[src/rtl/pu_pkg.sv]
package pu_pkg;
  localparam int WORD_W = 32;
  localparam int IDX_W  = 5;

  typedef enum logic [2:0] {
    FMT_INDEX = 3'd0,
    FMT_5551  = 3'd1,
    FMT_565   = 3'd2,
    FMT_444   = 3'd3,
    FMT_888   = 3'd4
  } fmt_e;

  typedef struct packed {
    fmt_e fmt;
    logic swap;
  } decode_t;

  // container width in bits for a depth code
  function automatic logic [5:0] cont_bits(input logic [2:0] code);
    case (code)
      3'd0: return 6'd1;
      3'd1: return 6'd2;
      3'd2: return 6'd4;
      3'd3: return 6'd8;
      3'd5: return 6'd32;
      default: return 6'd16;
    endcase
  endfunction

  // index of the last pixel in a word
  function automatic logic [IDX_W-1:0] last_index(input logic [2:0] code);
    case (code)
      3'd0: return 5'd31;
      3'd1: return 5'd15;
      3'd2: return 5'd7;
      3'd3: return 5'd3;
      3'd5: return 5'd0;
      default: return 5'd1;
    endcase
  endfunction

  // lowest bit position of pixel idx inside the word
  function automatic logic [IDX_W-1:0] bit_pos(input logic [2:0] code, input logic be_byte,
                                               input logic be_pix, input logic [IDX_W-1:0] idx);
    int b;
    int p;
    int pos;
    b = int'(cont_bits(code));
    p = int'(idx) * b;
    if (be_byte)
      pos = WORD_W - b - p;
    else if (be_pix && b < 8)
      pos = (p & ~7) + (8 - b) - (p & 7);
    else
      pos = p;
    return pos[IDX_W-1:0];
  endfunction

  // format and swap selection
  function automatic decode_t pick_fmt(input logic ext, input logic [2:0] code,
                                       input logic [1:0] mux, input logic bgr);
    decode_t d;
    d.swap = bgr;
    if (code <= 3'd3)      d.fmt = FMT_INDEX;
    else if (code == 3'd5) d.fmt = FMT_888;
    else if (ext) begin
      case (code)
        3'd6:    d.fmt = FMT_565;
        3'd7:    d.fmt = FMT_444;
        default: d.fmt = FMT_5551;
      endcase
    end else begin
      case (mux)
        2'd1:    d.fmt = FMT_5551;
        2'd3:    begin d.fmt = FMT_565; d.swap = 1'b1; end
        default: d.fmt = FMT_565;
      endcase
    end
    return d;
  endfunction
endpackage

[src/rtl/pu_word_hold.sv]
module pu_word_hold
  import pu_pkg::*;
(
  input  logic              clk,
  input  logic              rst_n,
  input  logic              in_valid,
  input  logic [WORD_W-1:0] in_word,
  output logic              in_ready,
  input  logic [IDX_W-1:0]  last_idx,
  input  logic              out_ready,
  output logic              out_valid,
  output logic [WORD_W-1:0] word_q,
  output logic [IDX_W-1:0]  idx_q
);
  logic busy;
  logic word_take;
  logic pix_take;
  logic word_done;

  assign in_ready  = !busy;
  assign out_valid = busy;
  assign word_take = in_valid && in_ready;
  assign pix_take  = out_valid && out_ready;
  assign word_done = pix_take && (idx_q == last_idx);

  always_ff @(posedge clk) begin
    if (!rst_n) begin
      busy   <= 1'b0;
      idx_q  <= '0;
      word_q <= '0;
    end else if (word_take) begin
      busy   <= 1'b1;
      idx_q  <= '0;
      word_q <= in_word;
    end else if (word_done) begin
      busy   <= 1'b0;
    end else if (pix_take) begin
      idx_q  <= idx_q + 1'b1;
    end
  end

  a_r2_accept_starts: assert property (@(posedge clk) disable iff (!rst_n)
    word_take |=> (out_valid && idx_q == '0));
  a_r2_hold_stall: assert property (@(posedge clk) disable iff (!rst_n)
    (out_valid && !out_ready) |=> (out_valid && $stable(idx_q) && $stable(word_q)));
  a_r2_advance: assert property (@(posedge clk) disable iff (!rst_n)
    (pix_take && !word_done) |=> (idx_q == $past(idx_q) + 1'b1));
  a_r3_done_frees: assert property (@(posedge clk) disable iff (!rst_n)
    word_done |=> (in_ready && !out_valid));
  a_r3_idx_in_range: assert property (@(posedge clk) disable iff (!rst_n)
    out_valid |-> (idx_q <= last_idx));
endmodule

[src/rtl/pu_extract.sv]
module pu_extract
  import pu_pkg::*;
(
  input  logic [WORD_W-1:0] word,
  input  logic [IDX_W-1:0]  pos,
  input  logic [5:0]        bits,
  output logic [WORD_W-1:0] field
);
  logic [WORD_W:0]   mask;
  logic [WORD_W-1:0] shifted;

  always_comb begin
    mask    = (33'd1 << bits) - 33'd1;
    shifted = word >> pos;
    field   = shifted & mask[WORD_W-1:0];
  end
endmodule

[src/rtl/pu_color.sv]
module pu_color
  import pu_pkg::*;
(
  input  logic [23:0] field,
  input  decode_t     dec,
  output logic [23:0] pixel,
  output logic        is_index
);
  logic [7:0] c0, c1, c2;

  always_comb begin
    c0 = '0; c1 = '0; c2 = '0;
    case (dec.fmt)
      FMT_5551: begin
        c0 = {field[4:0], 3'b0};   c1 = {field[9:5], 3'b0};  c2 = {field[14:10], 3'b0};
      end
      FMT_565: begin
        c0 = {field[4:0], 3'b0};   c1 = {field[10:5], 2'b0}; c2 = {field[15:11], 3'b0};
      end
      FMT_444: begin
        c0 = {field[3:0], 4'b0};   c1 = {field[7:4], 4'b0};  c2 = {field[11:8], 4'b0};
      end
      FMT_888: begin
        c0 = field[7:0];           c1 = field[15:8];         c2 = field[23:16];
      end
      default: ;
    endcase
    is_index = (dec.fmt == FMT_INDEX);
    if (is_index)      pixel = {16'b0, field[7:0]};
    else if (dec.swap) pixel = {c2, c1, c0};
    else               pixel = {c0, c1, c2};
  end
endmodule

[src/rtl/pixel_unpacker.sv]
module pixel_unpacker
  import pu_pkg::*;
#(
  parameter bit EXTENDED = 1'b0,
  parameter int WIDTH_W  = 12,
  localparam int LB_W    = WIDTH_W + 2
) (
  input  logic               clk,
  input  logic               rst_n,
  input  logic [2:0]         cfg_depth,
  input  logic               cfg_be_byte,
  input  logic               cfg_be_pix,
  input  logic               cfg_bgr,
  input  logic [1:0]         fmt_mux,
  input  logic [WIDTH_W-1:0] cfg_width,
  output logic [LB_W-1:0]    line_bytes,
  input  logic               in_valid,
  output logic               in_ready,
  input  logic [WORD_W-1:0]  in_word,
  output logic               out_valid,
  input  logic               out_ready,
  output logic [23:0]        out_pixel,
  output logic               out_is_index
);
  logic [2:0]        eff_code;
  logic [WORD_W-1:0] word_q;
  logic [IDX_W-1:0]  idx_q;
  logic [IDX_W-1:0]  pix_pos;
  logic [WORD_W-1:0] field;
  logic              unused_hi;
  decode_t           dec;

  // base variant folds the extended-only codes onto code 4
  assign eff_code  = (!EXTENDED && cfg_depth[2:1] == 2'b11) ? 3'd4 : cfg_depth;
  assign pix_pos   = bit_pos(eff_code, cfg_be_byte, cfg_be_pix, idx_q);
  assign dec       = pick_fmt(EXTENDED, eff_code, fmt_mux, cfg_bgr);
  assign unused_hi = ^field[WORD_W-1:24];

  always_comb begin
    case (eff_code)
      3'd0:    line_bytes = LB_W'(cfg_width >> 3);
      3'd1:    line_bytes = LB_W'(cfg_width >> 2);
      3'd2:    line_bytes = LB_W'(cfg_width >> 1);
      3'd3:    line_bytes = LB_W'(cfg_width);
      3'd5:    line_bytes = {cfg_width, 2'b00};
      default: line_bytes = {1'b0, cfg_width, 1'b0};
    endcase
  end

  pu_word_hold u_hold (
    .clk(clk), .rst_n(rst_n), .in_valid(in_valid), .in_word(in_word),
    .in_ready(in_ready), .last_idx(last_index(eff_code)), .out_ready(out_ready),
    .out_valid(out_valid), .word_q(word_q), .idx_q(idx_q)
  );

  pu_extract u_extract (
    .word(word_q), .pos(pix_pos), .bits(cont_bits(eff_code)), .field(field)
  );

  pu_color u_color (
    .field(field[23:0]), .dec(dec), .pixel(out_pixel), .is_index(out_is_index)
  );

  a_r7_index_zero_ext: assert property (@(posedge clk) disable iff (!rst_n)
    (out_valid && out_is_index) |-> (out_pixel[23:8] == 16'b0));
  a_r7_index_by_depth: assert property (@(posedge clk) disable iff (!rst_n)
    out_valid |-> (out_is_index == (cfg_depth <= 3'd3)));
  a_r12_bytes_8bpp: assert property (@(posedge clk) disable iff (!rst_n)
    (cfg_depth == 3'd3) |-> (line_bytes == LB_W'(cfg_width)));
  a_r2_one_side: assert property (@(posedge clk) disable iff (!rst_n)
    !(in_ready && out_valid));
endmodule

[config.mk]
export PLATFORM = sky130hd
export DESIGN_NAME = pixel_unpacker
export DESIGN_NICKNAME = d
export VERILOG_FILES = /design/src/rtl/pu_pkg.sv /design/src/rtl/pu_word_hold.sv /design/src/rtl/pu_extract.sv /design/src/rtl/pu_color.sv /design/src/rtl/pixel_unpacker.sv
export SDC_FILE = /design/constraint.sdc
export NUM_CORES = 1
export LEC_CHECK = 0
export BUFFER_PORTS_ARGS = -buffer_cell sky130_fd_sc_hd__clkbuf_2
export CORE_MARGIN = 10
export CORE_UTILIZATION = 35
export DETAILED_ROUTE_END_ITERATION = 8
export GPL_ROUTABILITY_DRIVEN = 0
export HOLD_SLACK_MARGIN = 0.15
export PLACE_DENSITY = 0.5
export SLEW_MARGIN = 10
export SYNTH_ARGS = -nofsm -noshare
export SYNTH_HDL_FRONTEND = slang
export SYNTH_SLANG_ARGS = --single-unit
export TNS_END_PERCENT = 10
[constraint.sdc]
create_clock -name clk -period 8.1 [get_ports clk]
set_input_delay 0.405 -clock clk [delete_from_list [all_inputs] [get_ports clk]]
set_output_delay 0.405 -clock clk [all_outputs]
set_load 0.01 [all_outputs]
==> metrics.txt, run 1 <==
Netlist cell types=83; CP Capture Type=primary output; post-CTS sizing=0; combinational family with the most area after synthesis=compound AO/OA/AOI/OAI gates; drt pass-1 iters=6; Area growth syn-to-layout=12.61%; setup bufs post-CTS=0; Routed Antenna Nets=0; Clk pin slew, worst setup/hold paths=0.06 ns; Post-Synthesis Cells=689; synth cell count leaders=nand2_1 (128), nor2_1 (53), mux2i_1 (41), dfxtp_1 (38); Crit Path Max Fanout=22; routing usage on met1=25.30%; Worst Path Required=7.70 ns; layout cell share with drive strength beyond 1=21.87%; end of the worst hold path=u_hold.out_valid; most common cell in the netlist=nand2_1; Hold Path Origin=out_ready; Max Slew Vio Count=0; Clock Sinks=38; I/O Pins=97; Final nets=826; Detailed Route Iter0 Violations=478; DIE WIDTH=143.0 um; crit share post-route=86.66%; flop2flop setup slack=6.09 ns; global-route wire length before repair=29,540 um; total global routing overflow=0; number of cell rows=44; Max Cap Violations=0; CTS tree=yes; DR DRC count=0; reg2reg end=u_hold.idx_q[3]; via count=5,543; area of the core=14,700 um^2; Yosys top cell area share=14.36%; post-synthesis xor/xnor area fraction=3.518%; kind of critical path=in2out; die area=20,460 um^2; hold_ws=0.3444 ns; predominant post-synthesis flop cell=dfxtp_1; endpoints failing setup=0; Yosys top cell by area=dfxtp_1; Overall Global Routing Usage=17.45%; Power Dens Cells=129.2 nW/um^2; initial antenna violation count=0; leakage power=2.437 nW; post-detail-place hpwl=14,440 um; Final Hold Viols=0; vias in the first global route=5,343; Initial Util=36.05%; Root Driver=clkbuf_16; CTS buffer count=5; Wirelength per Cell=19.71 um; status=finished, final reports clean; Die Y=143.0 um; Max IR drop VDD=0.00007632 V; H-tree depth=2; reg-to-reg startpoint=u_hold.idx_q[3]; Synthesis Warnings=0; Hold Crit Class=in2reg; Post-synth EDFFs=0; Post-Synth Adder-Cell Area=5.667%; PortBufs=96; CP Launch Type=primary input; Worst Path Arrival=6.61 ns; fmax=0.1425 GHz; ys async rst share=0%; post-synthesis mux area share=18.04%; clk_lat worst skew=0.29 ns; Synth Register Bits=38; Slew headroom=25.05%; hold depth=2; hold buffers post-CTS=0; setup slack at placement=1.117 ns; Seq/Total Area, Yosys=14.36%; Via density=5.935; Synthesized Nets=766; Final WS setup=1.081 ns; top cells by area, synth=dfxtp_1 (14%), nand2_1 (9.1%), mux2i_1 (7.7%); number of diodes=0; reg2reg path depth=7; worst slew pin tran=1.122 ns; Routed WL=18,410 um; GR peak layer=met1; Clock Skews=0.006349 ns; min Tclk post-route=7.019 ns; post-synthesis average cell area=7.691 um^2; Post-Syn Area=5299 um^2; simple-gate share of the synthesized area=21.42%; met3 Use GR=4.279%; pin count of the biggest net entering global routing=35; met2 Resource Use GR=25.13%; Compound-Gate Fraction of Synth Area=29.80%; unrepaired setup endpoints after global routing=false; Clock Path Buffers=2; final setup TNS=0 ns
[final cells by class]
type,instances,area [um^2]
clock buffers,6,138.9
clock inverters,2,12.51
fillers,1558,8732
inverters,23,86.33
multi-input cells,575,4183
flip-flops and latches,38,760.7
well taps,184,230.2
repair buffers,106,555.5
[power by group]
group          switching, mW  leakage [nW]  internal (mW)
sequential            0.0120         0.311          0.197
combinational          0.224          2.05          0.135
clock                 0.0805        0.0729          0.122
[cell families (layout without fill, tap and decap cells)]
kind of cell / after synthesis / after routing
buf+inv: 76 / 137
compound gates: 209 / 209
fa+ha+maj: 21 / 21
other cells: 1 / 1
xor+xnor: 18 / 18
mux: 70 / 70
simple gates: 256 / 256
flops: 38 / 38
[sequential cells by signal, indices dropped and copies added (netlist names)]
name              cells
u_hold.idx_q          5
u_hold.out_valid      1
u_hold.word_q        32
[worst max path at each step]
stage,startpoint,endpoint,slack (ns),depth (start not counted)
floorplan,cfg_depth[0],out_pixel[5],2.21,18
global placement,cfg_depth[1],out_pixel[19],1.23,19
global route,cfg_depth[1],out_pixel[22],0.61,20
CTS,cfg_depth[1],out_pixel[19],1.09,19
finish,cfg_depth[1],out_pixel[19],1.08,20
detailed placement,cfg_depth[1],out_pixel[19],1.12,19
[layout by cell type, fill, tap and decap left out, types with 6 or more instances in the layout]
cell	count
a22oi_1	22
a21oi_1	32
buf_4	10
a21boi_0	32
a31oi_1	12
a221oi_1	9
dfxtp_1	38
o211ai_1	6
a211oi_1	9
nand2b_1	6
o21ai_0	18
mux4_1	6
ha_1	16
mux2i_1	40
mux2_2	9
xor2_1	9
mux4_2	10
clkbuf_2	96
nand2_1	128
and3_1	11
nor3_1	12
nand3_1	15
xnor2_1	6
and2_1	10
nor2_1	53
inv_1	22
[critical path: stages]
cell and delay [ns]:
clkbuf_2 0.31, nor2_1 0.51, and3_1 0.24, ha_1 0.23, ha_1 0.27, inv_1 0.05
fa_1 0.50, fa_1 0.62, fa_1 0.50, fa_1 0.45, xor2_1 0.15, nor4_1 0.24
a21oi_2 0.10, xnor2_2 0.63, buf_4 0.30, o2111a_1 0.19, a32oi_1 0.12, mux2_1 0.35
a221oi_2 0.27, clkbuf_2 0.17
[metal layers]
layer	vias up	part of all wire, %	wire (um)
li1	2673	-	-
met1	2593	49	8951
met2	258	41	7550
met3	19	9.0	1665
met4	0	1.3	239
met5	-	0	0
[metrics by stage]
| stage | total power, mW | util, % | cells | instance area (um^2) |
|---|---|---|---|---|
| final | 0.7709 | 40.59 | 934 | 5967 |
| after global routing | 0.8204 | 40.59 | 934 | 5967 |
| after CTS | 0.7703 | 40.56 | 934 | 5962 |
| after detailed placement | 0.5663 | 39.53 | 926 | 5811 |
| after global placement | 0.5622 | 39.53 | 926 | 5811 |
| after floorplan | 0.4620 | - | 689 | 5299 |
(Power assumes the default switching activity.)
==> run 2: changes to the inputs <==
--- a/config.mk
+++ b/config.mk
@@ -12,6 +12,7 @@
 export GPL_ROUTABILITY_DRIVEN = 0
 export HOLD_SLACK_MARGIN = 0.15
 export PLACE_DENSITY = 0.5
+export RECOVER_POWER = 100
 export SLEW_MARGIN = 10
 export SYNTH_ARGS = -nofsm -noshare
 export SYNTH_HDL_FRONTEND = slang
==> run 2 against run 1 <==
Against the previous run:
- critical path type unchanged
- critical endpoint unchanged
- setup slack worse by 0.31 ns
- sequential power about the same
- global-route usage unchanged
- routed wire length increased by 0.39%
- hold slack about the same
- combinational power decreased by 2%
- register-to-register slack about the same
- total power down 0.96%
- first-iteration DRC count grew 7.7%
==> metrics.txt, run 2 (same netlist as run 1, synthesis figures left out) <==
status=finished, final reports clean; reg-to-reg startpoint=u_hold.idx_q[3]; via count=5,571 (+0.51%); GR peak layer=met1; register area=760.7 um^2 (unchanged); Routed WL=18,480 um (+0.39%); PortBufs=96 (unchanged); met2 Resource Use GR=25.13% (unchanged); DP Area=5811 um^2 (unchanged); Worst Path Arrival=6.92 ns (+0.31 ns); Initial Util=36.05% (unchanged); global-route wire length before repair=29,540 um (unchanged); CTS tree=yes; post-CTS sizing=0 (unchanged); Setup crit end=out_pixel[19]; Clock Skews=0.006682 ns (+0.0003333 ns); unrepaired setup endpoints after global routing=false; endpoints failing setup=0 (unchanged); Biggest register=u_hold.word_q; Worst Path Required=7.70 ns (about the same); hold buffers post-CTS=0 (unchanged); routing usage on met1=25.30% (unchanged); clk_lat worst skew=0.29 ns (about the same); final instance area=5903 um^2 (-1.1%); Final Hold Viols=0 (unchanged); fillers=1,582 (+1.5%); Via density=5.965 (+0.51%); pin count of the biggest net entering global routing=35 (unchanged); crit share post-route=90.48% (+3.8 points); Clk pin slew, worst setup/hold paths=0.06 ns (about the same); Max Cap Violations=0 (unchanged); reg2reg end=u_hold.idx_q[3]; fmax=0.1365 GHz (-4.2%); I/O Pins=97 (unchanged); Tot Pwr=0.7635 mW (-0.96%); CP Launch Type=primary input; most common cell after layout, fill and taps aside=nand2_1; Wirelength per Cell=19.78 um (+0.39%); Slew headroom=15.46% (-9.6 points); Max Slew Vio Count=0 (unchanged); Die Y=143.0 um (unchanged); Crit Path Max Fanout=22 (unchanged); DIE WIDTH=143.0 um (unchanged); worst slew pin tran=1.268 ns (+0.1465 ns); setup bufs post-CTS=0 (unchanged); number of diodes=0 (unchanged); Power Dens Cells=129.3 nW/um^2 (+0.11%); Critical Path Source=cfg_depth[0]; Overall Global Routing Usage=17.45% (unchanged); die area=20,460 um^2 (unchanged); drt pass-1 iters=5 (-1); Detailed Route Iter0 Violations=515 (+7.7%); most frequent cells in the layout=nand2_1 (128), clkbuf_2 (72), nor2_1 (53); CTS buffer count=5 (unchanged); fin cells=934 (unchanged); leakage power=2.344 nW (-3.8%); DR DRC count=0 (unchanged); final setup TNS=0 ns (unchanged); number of cell rows=44 (unchanged); Final nets=826 (unchanged); layout cell share with drive strength beyond 1=17.60% (-4.3 points); multi-input logic area=4156 um^2 (-0.63%); H-tree depth=2 (unchanged); vias in the first global route=5,343 (unchanged); Area growth syn-to-layout=11.40%; initial antenna violation count=0 (unchanged); Clock Sinks=38 (unchanged); reg2reg path depth=7 (unchanged); Routed Antenna Nets=0 (unchanged); area of the core=14,700 um^2 (unchanged); total global routing overflow=0 (unchanged); CP Capture Type=primary output; Root Driver=clkbuf_16; Clock Path Buffers=2 (unchanged); kind of critical path=in2out; placed instance count=926 (unchanged); Max IR drop VDD=0.00007656 V (+0.31%); Layout Utilization=40.16% (-0.43 points); min Tclk post-route=7.329 ns (+0.3094 ns); met3 Use GR=4.279% (unchanged); post-detail-place hpwl=14,440 um (unchanged); flop2flop setup slack=6.10 ns (about the same); flip-flop count of the largest register after layout=32 (unchanged); Hold Crit Class=in2reg
==> run 2: layout make-up <==
type	instances	share of cell area (%)
Clock inverter	2	0.2120
Sequential cell	38	12.89
Tap cell	184	3.900
Multi-Input combinational cell	575	70.41
Timing Repair Buffer	106	8.775
Inverter	23	1.462
Clock buffer	6	2.353
==> run 2: worst max-delay path, cell delays in order <==
cell      delay, ns
clkbuf_1       0.75
nor3_4         0.15
and2_0         0.23
ha_1           0.29
ha_1           0.27
inv_1          0.05
fa_1           0.50
fa_1           0.62
fa_1           0.50
fa_1           0.45
xor2_1         0.15
nor4_1         0.16
a21oi_1        0.13
xnor2_2        0.64
clkbuf_1       0.42
o2111a_1       0.25
a32oi_1        0.12
mux2_1         0.35
a221oi_2       0.27
clkbuf_1       0.20
==> run 2: metrics by stage <==
step	setup WS (ns)	hold slack [ns]
3_3_place_gp	1.231	0.4680
2_1_floorplan	2.215	0.4428
5_1_grt	0.3238	0.3404
3_5_place_dp	1.117	0.4789
4_1_cts	1.095	0.3434
6_report	0.7714	0.3445
==> run 2: how the worst min path moves through the flow <==
stage,start,cells past startpoint,slack [ns],endpoint
6_report,out_ready,2,0.34,u_hold.out_valid
5_1_grt,out_ready,2,0.34,u_hold.out_valid
4_1_cts,out_ready,2,0.34,u_hold.out_valid
3_5_place_dp,u_hold.word_q[0],2,0.48,u_hold.word_q[0]
3_3_place_gp,u_hold.word_q[0],2,0.47,u_hold.word_q[0]
2_1_floorplan,u_hold.word_q[0],2,0.44,u_hold.word_q[0]
==> run 2: routing by layer <==
| metal | part of all wire, % | up-vias |
|---|---|---|
| li1 | - | 2671 |
| met2 | 41 | 275 |
| met3 | 9.5 | 20 |
| met1 | 48 | 2605 |
| met5 | 0 | - |
| met4 | 1.4 | 0 |
==> run 2: power by group <==
part	total, mW	internal, mW	switching (mW)
clock	0.202	0.122	0.0805
sequential	0.209	0.197	0.0120
combinational	0.352	0.130	0.223
==> run 3: changes to the inputs <==
--- a/config.mk
+++ b/config.mk
@@ -16,5 +16,6 @@
 export SLEW_MARGIN = 10
 export SYNTH_ARGS = -nofsm -noshare
 export SYNTH_HDL_FRONTEND = slang
+export SYNTH_HIERARCHICAL = 1
 export SYNTH_SLANG_ARGS = --single-unit
 export TNS_END_PERCENT = 10
==> run 3 against run 2 <==
Against the previous run:
- the run now ends with max-capacitance violations, max-slew violations left
- sequential power barely moved
- core utilization fell by 0.78 points
- design area rose by 15%
- routed wire length rose by 8.7%
- total power rose by 4.7%
- register-to-register slack got worse by 0.25 ns
- first-iteration DRC count rose by 5.6%
- hold slack improved by 0.010 ns
- area after synthesis rose by 17%
- critical path type unchanged
==> metrics.txt, run 3 <==
CP most frequent cell=fa_1; Overall Global Routing Usage=16.20% (-1.2 points); Post-Syn Area=6191 um^2 (+17%); Via density=5.724 (-4.0%); Power Dens Cells=117.4 nW/um^2 (-9.3%); Top Layer Used=met4; flip-flop count of the largest register after layout=32 (unchanged); PortBufs=96 (unchanged); worst slew pin tran=1.825 ns (+0.5565 ns); final setup TNS=0 ns (unchanged); Biggest register=u_hold/word_q; initial antenna violation count=0 (unchanged); Die Y=153.0 um (+7.0%); clock share of power=24.3% (-2.2 points); DIE WIDTH=153.0 um (+7.0%); final instance area=6812 um^2 (+15%); vias in the first global route=5,917 (+11%); Detailed Route Iter0 Violations=544 (+5.6%); global-route wire length before repair=32,350 um (+9.5%); failing checks=max-capacitance violations, max-slew violations; Clock Skews=0.007449 ns (+0.0007672 ns); Routed Antenna Nets=0 (unchanged); die area=23,410 um^2 (+14%); metal3 WL=947 um (-46%); leakage power=2.710 nW (+16%); Final Hold Viols=0 (unchanged); CP Launch Type=primary input; Synthesized Nets=888 (+16%); fillers=1,890 (+19%); Clk pin slew, worst setup/hold paths=0.06 ns (about the same); post-detail-place hpwl=15,580 um (+7.8%); Sw Share=40.54% (-0.73 points); Final WS setup=0.7278 ns (-0.04361 ns); Area growth syn-to-layout=10.02%; crit share post-route=91.02% (+0.54 points); Met1 Wirelength=9951 um (+11%); CTS buffer count=5 (unchanged); CTS tree=yes; Routed WL=20,080 um (+8.7%); clk_lat worst skew=0.28 ns (about the same); Synthesis Warnings=6 (+6); number of diodes=0 (unchanged); fmax=0.1356 GHz (-0.59%); met2 wire length=8967 um (+19%); worst-path cell chain=clkbuf_1, nor2_1, and2_1, ha_1, ha_1, inv_1, fa_1, fa_1, fa_1, fa_1, nand3_1, a21oi_1, a21oi_2, buf_4, inv_1, mux4_2, mux2i_1, o21ai_0, mux2_2, a211oi_1, nand2_1, a22o_1, clkbuf_1; via count=6,228 (+12%); Initial Util=35.79% (-0.26 points); Worst Path Required=7.70 ns (about the same); DR DRC count=0 (unchanged); Clock Sinks=38 (unchanged); Root Driver=clkbuf_16; Max stage delay on crit path=0.62 ns (-0.13 ns); setup slack at placement=0.8490 ns (-0.2684 ns); I/O Pins=97 (unchanged); register area=760.7 um^2 (unchanged); H-tree depth=2 (unchanged); Layout Utilization=39.38% (-0.78 points); most common cell after layout, fill and taps aside=nand2_1; most frequent cells in the layout=nand2_1 (130), clkbuf_2 (70), mux2i_1 (48), nor2_1 (48), a21oi_1 (45); layout cell share with drive strength beyond 1=19.12% (+1.5 points); area of the core=17,300 um^2 (+18%); Sw Pwr=0.3241 mW (+2.9%); status=complete, but fails checks; total global routing overflow=0 (unchanged); CP max stage cell=fa_1; hold_ws=0.3549 ns (+0.01043 ns); Clock Path Buffers=2 (unchanged); setup bufs post-CTS=0 (unchanged); CP Capture Type=primary output; unrepaired setup endpoints after global routing=false; hold buffers post-CTS=0 (unchanged); drt pass-1 iters=5 (unchanged); Post-Synthesis Cells=812 (+18%); Wirelength per Cell=18.46 um (-6.7%); Max Slew Vio Count=33 (+33); internal power=0.4753 mW (+6.0%); post-synthesis average cell area=7.624 um^2 (-0.86%); number of cell rows=48 (+9.1%); Max Cap Violations=1 (+1); Final nets=938 (+14%); DP Area=6723 um^2 (+16%); Crit Path Max Fanout=16 (-27%); multi-input logic area=4922 um^2 (+18%); Worst Path Arrival=6.97 ns (+0.05 ns); min Tclk post-route=7.372 ns (+0.04361 ns); post-CTS sizing=0 (unchanged); endpoints failing setup=0 (unchanged); Comb pwr share=49.3% (+3.1 points); kind of critical path=in2out; Max IR drop VDD=0.0001063 V (+39%); Hold Crit Class=in2reg; Slew headroom=-21.89% (-37 points); sequential power share=26.4% (-0.9 points); pin count of the biggest net entering global routing=35 (unchanged)
## run 3: changes by cell type in the layout (fill, tap and decap cells not counted), moves of 10 or more
cell,delta
mux2_2,+12
o21ai_0,+12
a21oi_1,+11
a22oi_1,-10
nor3_1,+16
mux4_2,+14
buf_4,+10
o22ai_1,+11
## run 3: critical path: cells and delay by family
| kind | cells | cell delay (ns) |
|---|---|---|
| adder cells (fa/ha/maj) | 6 | 2.70 |
| multiplexers | 3 | 0.94 |
| AO/OA/AOI/OAI | 5 | 1.39 |
| AND/OR/NAND/NOR | 4 | 0.45 |
| buffers and inverters | 5 | 1.06 |
## run 3: path summary, 6_finish.rpt
path	startpoint	cells after the start	endpoint	slack, ns
setup / recovery	cfg_depth[0]	23	out_pixel[7]	0.73
hold / removal	in_word[17]	3	u_hold/word_q[17]	0.35
setup reg to reg	u_hold/out_valid	3	u_hold/word_q[22]	5.85
hold reg to reg	u_hold/word_q[0]	2	u_hold/word_q[0]	0.48
## run 3: power groups by stage
| stage | Clock, mW | Combinational [mW] | Sequential, mW |
|---|---|---|---|
| floorplan | 0 | 0.289 | 0.209 |
| global placement | 0 | 0.396 | 0.215 |
| detailed placement | 0 | 0.395 | 0.215 |
| CTS | 0.200 | 0.396 | 0.211 |
| global route | 0.209 | 0.430 | 0.212 |
| finish | 0.194 | 0.394 | 0.211 |
## run 3: routing by layer
layer	GRT usage [%]	vias up
li1	-	3064
met1	23.24	2952
met2	25.28	198
met3	2.104	14
met4	3.179	0
met5	0	-
## run 3: cell type report
| type | instances | area share (%) |
|---|---|---|
| multi-input combinational | 672 | 72.26 |
| sequential | 38 | 11.17 |
| timing repair buffer | 115 | 8.615 |
| tap | 225 | 4.133 |
| clock buffer | 7 | 2.094 |
| inverter | 30 | 1.653 |
| clock inverter | 1 | 0.07348 |
## run 3: per-stage QoR
| step | power, mW | std cells |
|---|---|---|
| after CTS | 0.8071 | 1088 |
| after floorplan | 0.4976 | 812 |
| after detailed placement | 0.6095 | 1080 |
| after global routing | 0.8518 | 1088 |
| after global placement | 0.6104 | 1080 |
| final | 0.7994 | 1088 |
